$ cat src/rtl/busrec_pkg.sv
package busrec_pkg;

  typedef enum logic [2:0] {
    ST_IDLE,
    ST_SCL_LO,
    ST_SCL_HI,
    ST_STOP_SETUP,
    ST_STOP_HOLD,
    ST_STOP_FREE,
    ST_DONE
  } seqState_t;

  // Strobes from control to datapath
  typedef struct packed {
    logic runDiv;     // half-period divider counts
    logic clrDiv;     // restart divider at zero
    logic clrPulse;   // clear pulse counter
    logic incPulse;   // one SCL pulse completed
    logic loadLines;  // load line enables below
    logic sclLow;
    logic sdaLow;
  } seqStrobe_t;

endpackage

$ cat src/rtl/busrec_datapath.sv
module busrec_datapath
  import busrec_pkg::*;
#(
  parameter int HALF_DIV   = 4,
  parameter int NUM_PULSES = 9
) (
  input  logic       clk,
  input  logic       rst_n,
  input  seqStrobe_t stb,
  output logic       phaseTick,
  output logic       lastPulse,
  output logic       sclLowQ,
  output logic       sdaLowQ
);

  localparam int DIV_W  = (HALF_DIV > 1) ? $clog2(HALF_DIV) : 1;
  localparam int PCNT_W = $clog2(NUM_PULSES + 1);
  localparam logic [DIV_W-1:0]  DIV_LAST   = DIV_W'(HALF_DIV - 1);
  localparam logic [PCNT_W-1:0] PULSE_LAST = PCNT_W'(NUM_PULSES);

  logic [DIV_W-1:0]  divCnt;
  logic [PCNT_W-1:0] pulseCnt;

  assign phaseTick = stb.runDiv && (divCnt == DIV_LAST);
  assign lastPulse = (pulseCnt == PULSE_LAST);

  // Half-period divider
  always_ff @(posedge clk or negedge rst_n) begin
    if (!rst_n) begin
      divCnt <= '0;
    end else if (stb.clrDiv || phaseTick) begin
      divCnt <= '0;
    end else if (stb.runDiv) begin
      divCnt <= divCnt + 1'b1;
    end
  end

  // Completed SCL pulse counter
  always_ff @(posedge clk or negedge rst_n) begin
    if (!rst_n) begin
      pulseCnt <= '0;
    end else if (stb.clrPulse) begin
      pulseCnt <= '0;
    end else if (stb.incPulse) begin
      pulseCnt <= pulseCnt + 1'b1;
    end
  end

  // Open-drain pull-low enables
  always_ff @(posedge clk or negedge rst_n) begin
    if (!rst_n) begin
      sclLowQ <= 1'b0;
      sdaLowQ <= 1'b0;
    end else if (stb.loadLines) begin
      sclLowQ <= stb.sclLow;
      sdaLowQ <= stb.sdaLow;
    end
  end

  AST_DIV_BOUND: assert property (@(posedge clk) disable iff (!rst_n)
    divCnt <= DIV_LAST);

  AST_PULSE_BOUND: assert property (@(posedge clk) disable iff (!rst_n)
    pulseCnt <= PULSE_LAST);

  AST_SDA_FREE_IN_TRAIN: assert property (@(posedge clk) disable iff (!rst_n)
    (pulseCnt < PULSE_LAST) |-> !sdaLowQ);

  AST_SDA_RISE_SCL_HIGH: assert property (@(posedge clk) disable iff (!rst_n)
    $fell(sdaLowQ) |-> !sclLowQ);

endmodule

$ cat src/rtl/busrec_ctrl.sv
module busrec_ctrl
  import busrec_pkg::*;
(
  input  logic       clk,
  input  logic       rst_n,
  input  logic       startReq,
  input  logic       phaseTick,
  input  logic       lastPulse,
  output seqStrobe_t stb,
  output logic       busy,
  output logic       done
);

  seqState_t state, stateNext;

  always_ff @(posedge clk or negedge rst_n) begin
    if (!rst_n) state <= ST_IDLE;
    else        state <= stateNext;
  end

  always_comb begin
    stateNext = state;
    stb       = '0;
    stb.runDiv = (state != ST_IDLE) && (state != ST_DONE);
    unique case (state)
      ST_IDLE: begin
        if (startReq) begin
          stateNext     = ST_SCL_LO;
          stb.clrDiv    = 1'b1;
          stb.clrPulse  = 1'b1;
          stb.loadLines = 1'b1;
          stb.sclLow    = 1'b1;
        end
      end
      ST_SCL_LO: begin
        if (phaseTick) begin
          stateNext     = ST_SCL_HI;
          stb.incPulse  = 1'b1;
          stb.loadLines = 1'b1;
        end
      end
      ST_SCL_HI: begin
        if (phaseTick) begin
          stb.loadLines = 1'b1;
          stb.sclLow    = 1'b1;
          if (lastPulse) begin
            stateNext  = ST_STOP_SETUP;
            stb.sdaLow = 1'b1;
          end else begin
            stateNext  = ST_SCL_LO;
          end
        end
      end
      ST_STOP_SETUP: begin
        if (phaseTick) begin
          stateNext     = ST_STOP_HOLD;
          stb.loadLines = 1'b1;
          stb.sdaLow    = 1'b1;
        end
      end
      ST_STOP_HOLD: begin
        if (phaseTick) begin
          stateNext     = ST_STOP_FREE;
          stb.loadLines = 1'b1;
        end
      end
      ST_STOP_FREE: begin
        if (phaseTick) stateNext = ST_DONE;
      end
      ST_DONE: begin
        stateNext = ST_IDLE;
      end
      default: stateNext = ST_IDLE;
    endcase
  end

  assign busy = (state != ST_IDLE);
  assign done = (state == ST_DONE);

  AST_DONE_IMPLIES_BUSY: assert property (@(posedge clk) disable iff (!rst_n)
    done |-> busy);

  AST_DONE_SINGLE: assert property (@(posedge clk) disable iff (!rst_n)
    done |=> (!done && !busy));

  AST_BUSY_HOLDS: assert property (@(posedge clk) disable iff (!rst_n)
    (busy && !done) |=> busy);

  AST_START_ACCEPT: assert property (@(posedge clk) disable iff (!rst_n)
    (!busy && startReq) |=> (busy && !done));

endmodule

$ cat src/rtl/busrec_gen.sv
module busrec_gen
  import busrec_pkg::*;
#(
  parameter int HALF_DIV   = 4,
  parameter int NUM_PULSES = 9
) (
  input  logic clk,
  input  logic rst_n,
  input  logic start_i,
  output logic scl_pull_o,
  output logic sda_pull_o,
  output logic busy_o,
  output logic done_o
);

  seqStrobe_t stb;
  logic       phaseTick;
  logic       lastPulse;

  busrec_ctrl ctrl_i (
    .clk       (clk),
    .rst_n     (rst_n),
    .startReq  (start_i),
    .phaseTick (phaseTick),
    .lastPulse (lastPulse),
    .stb       (stb),
    .busy      (busy_o),
    .done      (done_o)
  );

  busrec_datapath #(
    .HALF_DIV   (HALF_DIV),
    .NUM_PULSES (NUM_PULSES)
  ) dp_i (
    .clk       (clk),
    .rst_n     (rst_n),
    .stb       (stb),
    .phaseTick (phaseTick),
    .lastPulse (lastPulse),
    .sclLowQ   (scl_pull_o),
    .sdaLowQ   (sda_pull_o)
  );

  AST_LINES_FREE_AT_DONE: assert property (@(posedge clk) disable iff (!rst_n)
    done_o |-> (!scl_pull_o && !sda_pull_o));

  AST_IDLE_LINES_FREE: assert property (@(posedge clk) disable iff (!rst_n)
    !busy_o |-> (!scl_pull_o && !sda_pull_o));

endmodule

$ cat config.mk
export PLATFORM = sky130hd
export DESIGN_NAME = busrec_gen
export DESIGN_NICKNAME = d
export VERILOG_FILES = /design/src/rtl/busrec_pkg.sv /design/src/rtl/busrec_datapath.sv /design/src/rtl/busrec_ctrl.sv /design/src/rtl/busrec_gen.sv
export SDC_FILE = /design/constraint.sdc
export NUM_CORES = 1
export LEC_CHECK = 0
export BUFFER_PORTS_ARGS = -buffer_cell sky130_fd_sc_hd__clkbuf_2
export CAP_MARGIN = 20
export CORE_AREA = 3 3 40 42
export DETAILED_ROUTE_END_ITERATION = 16
export DIE_AREA = 0 0 43 45
export PLACE_DENSITY = 0.65
export RECOVER_POWER = 25
export SETUP_SLACK_MARGIN = 0.5
export SLEW_MARGIN = 10
export SYNTH_ARGS = -nofsm -noshare
export SYNTH_HDL_FRONTEND = slang
export SYNTH_SLANG_ARGS = --single-unit
$ cat constraint.sdc
create_clock -name clk -period 1.6 [get_ports clk]
set_input_delay 0.08 -clock clk [delete_from_list [all_inputs] [get_ports clk]]
set_output_delay 0.08 -clock clk [all_outputs]
set_load 0.02 [all_outputs]
==> results by group, run 1 <==
Finish
  – Layout cells sized above 1: 0.543
  – Antenna cells: 0
  – Area grow syn2layout: 48.6%
  – Layout net count: 99

Yosys
  – Post-Syn Area: 659 um^2
  – Primary FF master, synth: dfrtp_1
  – Cell with the most instances after synthesis: dfrtp_1
  – Average cell area after synthesis: 9.84 um^2
  – Top cells by area, synth: dfrtp_1, mux2i_1, ha_1
  – Post-synth EDFFs: 0
  – Cell type with the largest total area after synthesis: dfrtp_1
  – Synth top area share: 0.417
  – YS warnings: 0
  – Seq/Total Area, Yosys: 0.417
  – Post-synth top cells: dfrtp_1, nand2_1, inv_1
  – Synth Register Bits: 11
  – Mapped Nets: 73
  – Cell variety after synth: 30
  – FFs w/ async S/R, synth: 1.00
  – Mapped Cells: 67

Timing
  – RSZ-0062 raised after global routing: yes
  – Final hold vios: 0
  – Worst hold slack: 0.219 ns
  – Setup violators final: 0
  – Slew HR: 0.601
  – Worst slew pin tran: 0.598 ns
  – Total negative setup slack: 0 ns
  – Peak Freq: 740 MHz
  – Final Critical Period: 1.35 ns
  – Fin. max-slew vios: 0
  – Fin crit share: 0.845
  – Clock skew: 0.00907 ns

Floorplan
  – Die X: 43 um
  – Total Die Area: 1940 um^2
  – Standard-cell rows: 13
  – Die Ht: 45 um
  – Initial Util: 0.513
  – # IOs: 7
  – Core region area: 1280 um^2

Pwr
  – Internal power: 1.17 mW
  – Worst IR Drop VDD: 0.00111 V
  – Sw Ratio: 0.407
  – Share of power burned in registers: 0.281
  – Total Power: 1.97 mW
  – Leak: 0.461 nW
  – Clock share of power: 0.096
  – Sw Pwr: 0.800 mW
  – Power Density: 2010 nW/um^2
  – Comb power frac: 0.623

Clocking
  – TritonCTS clock tree: done
  – CTS root buf: clkbuf_4
  – Longest Clk Path Bufs: 2
  – CTS Buf Count: 3
  – Clock sinks: 11
  – Reg clk slew, reported paths: 0.07 ns
  – Clock latency at the later pin of the worst-skew pair: 0.28 ns
  – H-tree depth: 1

Place
  – Final GP Congestion: 0.756
  – Hpwl dp: 992 um
  – Port Buffers: 6

Worst setup path
  – Family with the most delay on the worst path: flip-flops
  – CP Max Fanout: 4
  – CP max stage delay: 0.41 ns
  – Setup crit end kind: register
  – CP Data Arrival Time: 1.57 ns
  – Crit start category: register
  – Worst EP required: 1.82 ns
  – Cell Chain, Critical Path: ha_4 -> and4bb_2 -> mux2_4 -> nor2_2
  – Critical path buffers and inverters: 0
  – Worst path slowest cell: dfrtp_1
  – WS Path Type: register to register

Flow run
  – Max_cap viols: 0

Detailed routing
  – Number of remaining DRC errors: 0
  – Routed vias: 594
  – Mean routed wirelength per cell: 16.8 um
  – Detailed Route WL: 1790 um
  – TritonRoute pass-1 iters: 4
  – Remaining antenna violation count: 0
  – 1st-iter DRT viols: 11
  – Post-DR vias/cell: 5.55

Global route
  – Largest net degree at the start of global routing: 12
  – Number of global-route vias before repair: 601
  – Total gr overflow: 0
  – First-pass GRT wire length: 2840 um
  – Aggregate global-route resource usage: 0.209
  – Initial antenna violation count: 0

Status
  – Status: complete, no violations

Worst hold path
  – Worst hold path type: input pin to register
-- cell families (layout without fill, tap and decap cells) --
| kind of cell | Yosys count | after routing | share of synthesized area |
|---|---|---|---|
| AO/OA/AOI/OAI | 14 | 14 | 0.157 |
| AND/OR/NAND/NOR | 23 | 23 | 0.195 |
| flip-flops | 11 | 11 | 0.417 |
| adder cells (fa/ha/maj) | 3 | 3 | 0.0569 |
| multiplexers | 6 | 6 | 0.101 |
| buffers and inverters | 9 | 34 | 0.0588 |
| XOR/XNOR | 1 | 1 | 0.0133 |
-- flip-flops by register name (all words and copies together), names as in the netlist --
register	cells
dp_i.divCnt	2
dp_i.sdaLowQ	1
ctrl_i.state	3
dp_i.pulseCnt	4
dp_i.sclLowQ	1
-- routing by layer --
layer | vias to the layer above | routed length [um] | global-route usage
met5 | - | 0 | 0
met4 | 0 | 52 | 0.0904
li1 | 290 | - | -
met3 | 7 | 68 | 0.0797
met1 | 284 | 787 | 0.254
met2 | 13 | 885 | 0.332
-- final timing paths --
path | startpoint | end | slack, ns | depth (start not counted)
worst min-delay path | start_i | dp_i.divCnt[0] | 0.22 | 4
worst max-delay path | dp_i.divCnt[1] | dp_i.pulseCnt[1] | 0.25 | 4
worst min register to register | dp_i.sdaLowQ | dp_i.sdaLowQ | 0.50 | 1
min in group asynchronous | rst_n | dp_i.sclLowQ | 0.31 | 2
max in group asynchronous | rst_n | ctrl_i.state[1] | 0.85 | 2
worst max register to register | dp_i.divCnt[1] | dp_i.pulseCnt[1] | 0.25 | 4
-- worst reg2reg max path, cell delays in order, from the launching register on --
cell and delay [ns]:
dfrtp_1 0.41, ha_4 0.18, and4bb_2 0.31, mux2_4 0.32, nor2_2 0.07
-- stage by stage --
stage                     worst slack (ns)  area [um^2]  cells  utilization
after global placement               0.236          731     86        0.569
after global routing                 0.212          980    107        0.762
after detailed placement             0.221          731     86        0.569
after floorplan                      0.356          702     67            -
final                                0.248          980    107        0.762
after CTS                            0.256          921    105        0.717
-- power groups by stage --
stage | Sequential (mW) | Clock [mW] | Combinational (mW)
global placement | 0.560 | 0 | 0.681
finish | 0.552 | 0.190 | 1.22
global route | 0.568 | 0.209 | 1.32
CTS | 0.526 | 0.190 | 1.05
detailed placement | 0.564 | 0 | 0.692
floorplan | 0.493 | 0 | 0.631
-- layout make-up --
class,count,area [um^2]
multi-input combinational,47,435
fill,77,305
sequential,11,279
timing repair buffer,25,199
clock buffer,4,26.3
inverter,5,21.3
tap,15,18.8
-- cells in the final DEF (no fill, tap or decap), types with 2 or more instances in the layout --
cell type and n:
buf_6 4, nand2_1 5, mux2i_1 4, a21oi_1 3
dfrtp_2 3, clkbuf_1 2, nor3_4 2, mux2_4 2
inv_1 3, clkbuf_4 3, dfrtp_1 8, o21ai_0 2
nand2_2 3, clkbuf_2 3, buf_4 14, nor2_1 3
-- timing repair --
action                                  in CTS  in global routing
hold endpoints to repair                    11                  0
endpoints found under the setup margin      13                 13
hold buffers                                 1                  0
setup buffers                               14                  2
resized for setup                           16                 12
gates cloned                                 0                  0
pin swaps                                    9                  6
Note: power is estimated with default switching activity, not from simulation.
==> run 2, diff against run 1 <==
- clock period: 1.6 -> 1.3 ns (I/O delays scaled with it)
==> results by group, run 2 (synthesized netlist as in run 1, its figures left out) <==
Finish
  – Biggest regs: dp_i.pulseCnt x4, ctrl_i.state x3, dp_i.divCnt x2
  – Antenna cells: 0 (unchanged)
  – Most frequent cells in the layout: buf_4, buf_6, dfrtp_1
  – Area grow syn2layout: 72.1%
  – Fin util: 0.883 (+0.121)
  – Post-Layout Cell Count: 116 (+8.4%)
  – Layout cells sized above 1: 0.644 (+0.100)
  – Most common cell after layout, fill and taps aside: buf_4
  – Layout net count: 108 (+9.1%)
  – Max FFs per register: 4 (unchanged)
  – Reg with most FFs: dp_i.pulseCnt

Detailed routing
  – Routed vias: 707 (+19%)
  – Detailed Route WL: 2310 um (+29%)
  – Number of remaining DRC errors: 0 (unchanged)
  – 1st-iter DRT viols: 23 (+12)
  – Remaining antenna violation count: 0 (unchanged)
  – TritonRoute pass-1 iters: 4 (unchanged)
  – Mean routed wirelength per cell: 19.9 um (+19%)
  – Post-DR vias/cell: 6.09 (+9.8%)

Worst setup path
  – Flop2flop setup slack: -0.16 ns (-0.40 ns)
  – WS Path Type: register to register
  – Worst EP required: 1.51 ns (-0.31 ns)
  – CP Max Fanout: 3 (-1)
  – Critical path buffers and inverters: 1 (+1)
  – CP max stage delay: 0.45 ns (+0.04 ns)
  – Setup crit end kind: register
  – CP Data Arrival Time: 1.67 ns (+0.10 ns)
  – Worst path slowest cell: dfrtp_2
  – Crit start category: register
  – Family with the most delay on the worst path: flip-flops
  – Cell Chain, Critical Path: buf_4 -> and4bb_2 -> mux2_4 -> nor2_2

Timing
  – Final hold vios: 0 (unchanged)
  – Total negative setup slack: -0.820 ns (-0.820 ns)
  – Slew HR: 0.552 (-0.0489)
  – Final Critical Period: 1.46 ns (+0.105 ns)
  – Setup violators final: 11 (+11)
  – Worst setup margin: -0.157 ns (-0.405 ns)
  – Worst slew pin tran: 0.672 ns (+0.0733 ns)
  – Worst hold slack: 0.252 ns (+0.0329 ns)
  – RSZ-0062 raised after global routing: yes
  – Clock skew: 0.00226 ns (-0.00681 ns)
  – Fin crit share: 1.12 (+0.276)
  – Fin. max-slew vios: 0 (unchanged)
  – Peak Freq: 686 MHz (-7.2%)

Clocking
  – CTS Buf Count: 3 (unchanged)
  – TritonCTS clock tree: done
  – Clock latency at the later pin of the worst-skew pair: 0.28 ns (about the same)
  – Reg clk slew, reported paths: 0.08 ns (about the same)
  – CTS root buf: clkbuf_4
  – H-tree depth: 1 (unchanged)
  – Longest Clk Path Bufs: 2 (unchanged)
  – Clock sinks: 11 (unchanged)

Floorplan
  – Die X: 43 um (unchanged)
  – Die Ht: 45 um (unchanged)
  – Initial Util: 0.513 (unchanged)
  – Standard-cell rows: 13 (unchanged)
  – Total Die Area: 1940 um^2 (unchanged)
  – Core region area: 1280 um^2 (unchanged)
  – # IOs: 7 (unchanged)

Pwr
  – Worst IR Drop VDD: 0.00170 V (+53%)
  – Power Density: 2540 nW/um^2 (+27%)
  – Leak: 0.515 nW (+12%)

Place
  – Post-Place Cells: 97 (+13%)
  – Hpwl dp: 1160 um (+17%)
  – Port Buffers: 6 (unchanged)
  – Final GP Congestion: 0.772 (+2.1%)

Global route
  – Number of global-route vias before repair: 711 (+18%)
  – First-pass GRT wire length: 3260 um (+15%)
  – Total gr overflow: 0 (unchanged)
  – Initial antenna violation count: 0 (unchanged)
  – Aggregate global-route resource usage: 0.239 (+0.0300)
  – Largest net degree at the start of global routing: 12 (unchanged)

Flow run
  – Max_cap viols: 0 (unchanged)

Worst hold path
  – Worst hold path type: input pin to register

Status
  – Status: finished with violations
  – Failing checks: negative setup slack
==> run 2: worst register-to-register path: cells and delay by family (launching register included) <==
kind	cells	cell delay (ns)
flops	1	0.45
simple gates	2	0.45
mux	1	0.32
buf+inv	1	0.16
==> run 2: cell type report <==
type	count	area, um^2
inverters	5	23.8
clock buffers	4	26.3
repair buffers	34	319
fillers	50	150
multi-input cells	47	467
well taps	15	18.8
flip-flops and latches	11	280
==> run 2: stage by stage <==
step                setup WS [ns]  total power [mW]  cell area, um^2
floorplan                  0.0561              1.43              719
global placement         0.000205              1.75              821
detailed placement        -0.0445              1.79              821
CTS                        -0.126              2.50             1050
global route               -0.165              3.04             1130
finish                     -0.157              2.88             1130
==> run 2: metal layers <==
layer	wire [um]	share of wire	GRT usage
met3	103	0.045	0.0359
met5	0	0	0
met2	1130	0.49	0.416
met1	938	0.41	0.275
met4	141	0.061	0.151
==> run 2: final timing paths <==
path	startpoint	endpoint	cells after the start
max in group asynchronous	rst_n	dp_i.pulseCnt[0]	2
worst min-delay path	start_i	dp_i.pulseCnt[0]	4
worst max-delay path	ctrl_i.state[2]	dp_i.pulseCnt[1]	4
min in group asynchronous	rst_n	dp_i.divCnt[0]	2
worst max register to register	ctrl_i.state[2]	dp_i.pulseCnt[1]	4
worst min register to register	dp_i.pulseCnt[3]	dp_i.pulseCnt[3]	1
==> run 2: report_power, final <==
group	total [mW]	internal [mW]	leakage [nW]	switching [mW]
Clock	0.257	0.119	0.0150	0.138
Combinational	1.93	1.09	0.364	0.840
Sequential	0.698	0.491	0.136	0.206
==> run 2: repair_timing <==
action,CTS,global route
buffers inserted,12,2
hold buffers,1,0
pin swaps,9,7
setup endpoints to repair,15,15
resized for setup,28,17
hold endpoints to repair,11,0
cloned,0,0
==> run 3, diff against run 2 <==
- CORE_AREA: 3 3 40 42 -> unset
- CORE_MARGIN: unset -> 3
- CORE_UTILIZATION: unset -> 42
- DIE_AREA: 0 0 43 45 -> unset
- PLACE_DENSITY: 0.65 -> 0.56
- SYNTH_HIERARCHICAL: unset -> 1
==> results by group, run 3 <==
Status
  – Status: finished with violations
  – Failing checks: negative setup slack

Floorplan
  – Core region area: 1400 um^2 (+8.9%)
  – # IOs: 7 (unchanged)
  – Standard-cell rows: 13 (unchanged)
  – Die Ht: 46.0 um (+2.2%)
  – Die X: 46.0 um (+7.0%)
  – Initial Util: 0.480 (-0.0328)
  – Total Die Area: 2120 um^2 (+9.3%)

Clocking
  – Clock sinks: 11 (unchanged)
  – Longest Clk Path Bufs: 2 (unchanged)
  – H-tree depth: 1 (unchanged)
  – CTS root buf: clkbuf_4
  – TritonCTS clock tree: done
  – Reg clk slew, reported paths: 0.07 ns (about the same)
  – Clock latency at the later pin of the worst-skew pair: 0.27 ns (about the same)
  – CTS Buf Count: 3 (unchanged)

Pwr
  – Total Power: 2.46 mW (-15%)
  – Sw Ratio: 0.379 (-0.0321)
  – Share of power burned in registers: 0.237 (-0.005)
  – Worst IR Drop VDD: 0.00156 V (-8.2%)
  – Sw Pwr: 0.933 mW (-21%)
  – Leak: 0.489 nW (-5.0%)
  – Power Density: 2380 nW/um^2 (-6.3%)
  – Internal power: 1.53 mW (-9.9%)
  – Clock share of power: 0.097 (+0.008)
  – Comb power frac: 0.666 (-0.003)

Finish
  – Area occupied by multi-input gates: 434 um^2 (-7.0%)
  – Fillers: 108 (+120%)
  – Biggest regs: dp_i/pulseCnt x4, ctrl_i/state x3, dp_i/divCnt x2
  – Fin util: 0.740 (-0.143)
  – Most common cell after layout, fill and taps aside: buf_4
  – Most frequent cells in the layout: buf_4, dfrtp_1, buf_6
  – Layout net count: 105 (-2.8%)
  – Antenna cells: 0 (unchanged)
  – Reg with most FFs: dp_i/pulseCnt
  – Final Instance Area: 1030 um^2 (-8.8%)
  – Layout cells sized above 1: 0.531 (-0.113)
  – Max FFs per register: 4 (unchanged)
  – Area taken by flip-flops and latches: 275 um^2 (-1.8%)
  – Area grow syn2layout: 54.0%

Yosys
  – Primary FF master, synth: dfrtp_1
  – Synth Register Bits: 11 (unchanged)
  – FFs w/ async S/R, synth: 1.00 (unchanged)
  – Cell with the most instances after synthesis: dfrtp_1
  – Mapped Cells: 69 (+3.0%)
  – Average cell area after synthesis: 9.74 um^2 (-1.1%)
  – Post-synth top cells: dfrtp_1, nor2_1, a21oi_1
  – Top cells by area, synth: dfrtp_1, ha_1, nor2_1
  – Mapped Nets: 75 (+2.7%)
  – Post-Syn Area: 672 um^2 (+1.9%)
  – Synth top area share: 0.410 (-0.00777)
  – Cell type with the largest total area after synthesis: dfrtp_1
  – Cell variety after synth: 32 (+6.7%)
  – Post-synth EDFFs: 0 (unchanged)
  – YS warnings: 6 (+6)
  – Seq/Total Area, Yosys: 0.410 (-0.00777)

Timing
  – Final hold vios: 0 (unchanged)
  – Worst slew pin tran: 0.618 ns (-0.0539 ns)
  – Final Critical Period: 1.75 ns (+0.291 ns)
  – Clock skew: 0.000933 ns (-0.00133 ns)
  – RSZ-0062 raised after global routing: yes
  – Setup violators final: 12 (+1)
  – Fin crit share: 1.34 (+0.224)
  – Slew HR: 0.588 (+0.0359)
  – Fin. max-slew vios: 0 (unchanged)
  – Peak Freq: 572 MHz (-17%)
  – Total negative setup slack: -3.25 ns (-2.43 ns)
  – Worst setup margin: -0.448 ns (-0.291 ns)

Detailed routing
  – Detailed Route WL: 1620 um (-30%)
  – Mean routed wirelength per cell: 14.3 um (-28%)
  – Number of remaining DRC errors: 0 (unchanged)
  – Routed vias: 581 (-18%)
  – 1st-iter DRT viols: 9 (-61%)
  – TritonRoute pass-1 iters: 4 (unchanged)
  – Post-DR vias/cell: 5.14 (-16%)
  – Remaining antenna violation count: 0 (unchanged)

Worst setup path
  – Setup crit end kind: register
  – CP Max Fanout: 3 (unchanged)
  – Worst EP required: 1.46 ns (-0.05 ns)
  – WS Path Type: register to register
  – CP Data Arrival Time: 1.90 ns (+0.23 ns)
  – Crit start category: register

Place
  – Final GP Congestion: 0.789 (+2.2%)
  – Port Buffers: 6 (unchanged)
  – Placed Area: 820 um^2 (-0.15%)
  – Hpwl dp: 978 um (-15%)

Flow run
  – Max_cap viols: 0 (unchanged)

Global route
  – Initial antenna violation count: 0 (unchanged)
  – First-pass GRT wire length: 2790 um (-14%)
  – Aggregate global-route resource usage: 0.191 (-0.0477)
  – Largest net degree at the start of global routing: 12 (unchanged)
  – Total gr overflow: 0 (unchanged)
  – Number of global-route vias before repair: 611 (-14%)

Worst hold path
  – Worst hold path type: input pin to register
-- run 3: layout make-up --
type,count,share of cell area
Clock buffer,4,0.0254
Multi-Input combinational cell,51,0.420
Tap cell,15,0.0181
Inverter,3,0.0133
Timing Repair Buffer,29,0.258
Sequential cell,11,0.266
-- run 3: layer usage --
layer	global-route usage	vias to the layer above	part of all wire
met3	0.0237	2	0.014
met2	0.297	3	0.52
met4	0.0852	0	0.0080
met1	0.262	277	0.46
li1	-	299	-
met5	0	-	0
-- run 3: logic make-up after synthesis --
family | Yosys count | synth area share
AOI/OAI and AO/OA | 13 | 0.127
xor gates and xnor gates | 1 | 0.0130
adders and majority gates | 3 | 0.0559
buffers and inverters | 7 | 0.0726
DFF | 11 | 0.410
muxes | 5 | 0.0857
and+or+nand+nor | 29 | 0.236
-- run 3: final timing paths --
path / start / end / slack (ns) / depth (start not counted)
worst max-delay path: ctrl_i/state[1] / dp_i/pulseCnt[3] / -0.45 / 7
worst min-delay path: start_i / ctrl_i/state[0] / 0.24 / 4
worst max register to register: ctrl_i/state[1] / dp_i/pulseCnt[3] / -0.45 / 7
worst min register to register: dp_i/sclLowQ / dp_i/sclLowQ / 0.54 / 1
max in group asynchronous: rst_n / dp_i/divCnt[1] / 0.59 / 2
min in group asynchronous: rst_n / dp_i/sclLowQ / 0.31 / 2
-- run 3: power by group through the flow --
stage / Combinational, mW / Clock [mW] / Sequential, mW
6_report: 1.64 / 0.239 / 0.584
5_1_grt: 1.79 / 0.256 / 0.605
4_1_cts: 1.53 / 0.243 / 0.570
3_5_place_dp: 1.15 / 0 / 0.580
3_3_place_gp: 1.14 / 0 / 0.572
2_1_floorplan: 0.772 / 0 / 0.591
-- run 3: critical path, stage by stage, from the launching register on --
cell	delay, ns
dfrtp_1	0.40
or2_1	0.23
a21o_1	0.17
and2_4	0.15
nor2b_4	0.13
and2_4	0.16
nand4_1	0.09
mux2_4	0.30
-- run 3: timing repair --
action                                  in CTS  in global routing
endpoints found under the hold margin       11                  0
gates resized for setup                     24                  9
hold buffers                                 1                  0
setup buffers                                6                  1
endpoints found under the setup margin      15                 15
pin swaps                                    4                  2
-- run 3: metrics by stage --
| stage | worst slack, ns | hold slack, ns | cells |
|---|---|---|---|
| after floorplan | -0.525 | -0.231 | 69 |
| after global placement | -0.384 | -0.0361 | 101 |
| after detailed placement | -0.420 | -0.0325 | 101 |
| after CTS | -0.429 | 0.214 | 112 |
| after global routing | -0.516 | 0.292 | 113 |
| final | -0.448 | 0.237 | 113 |
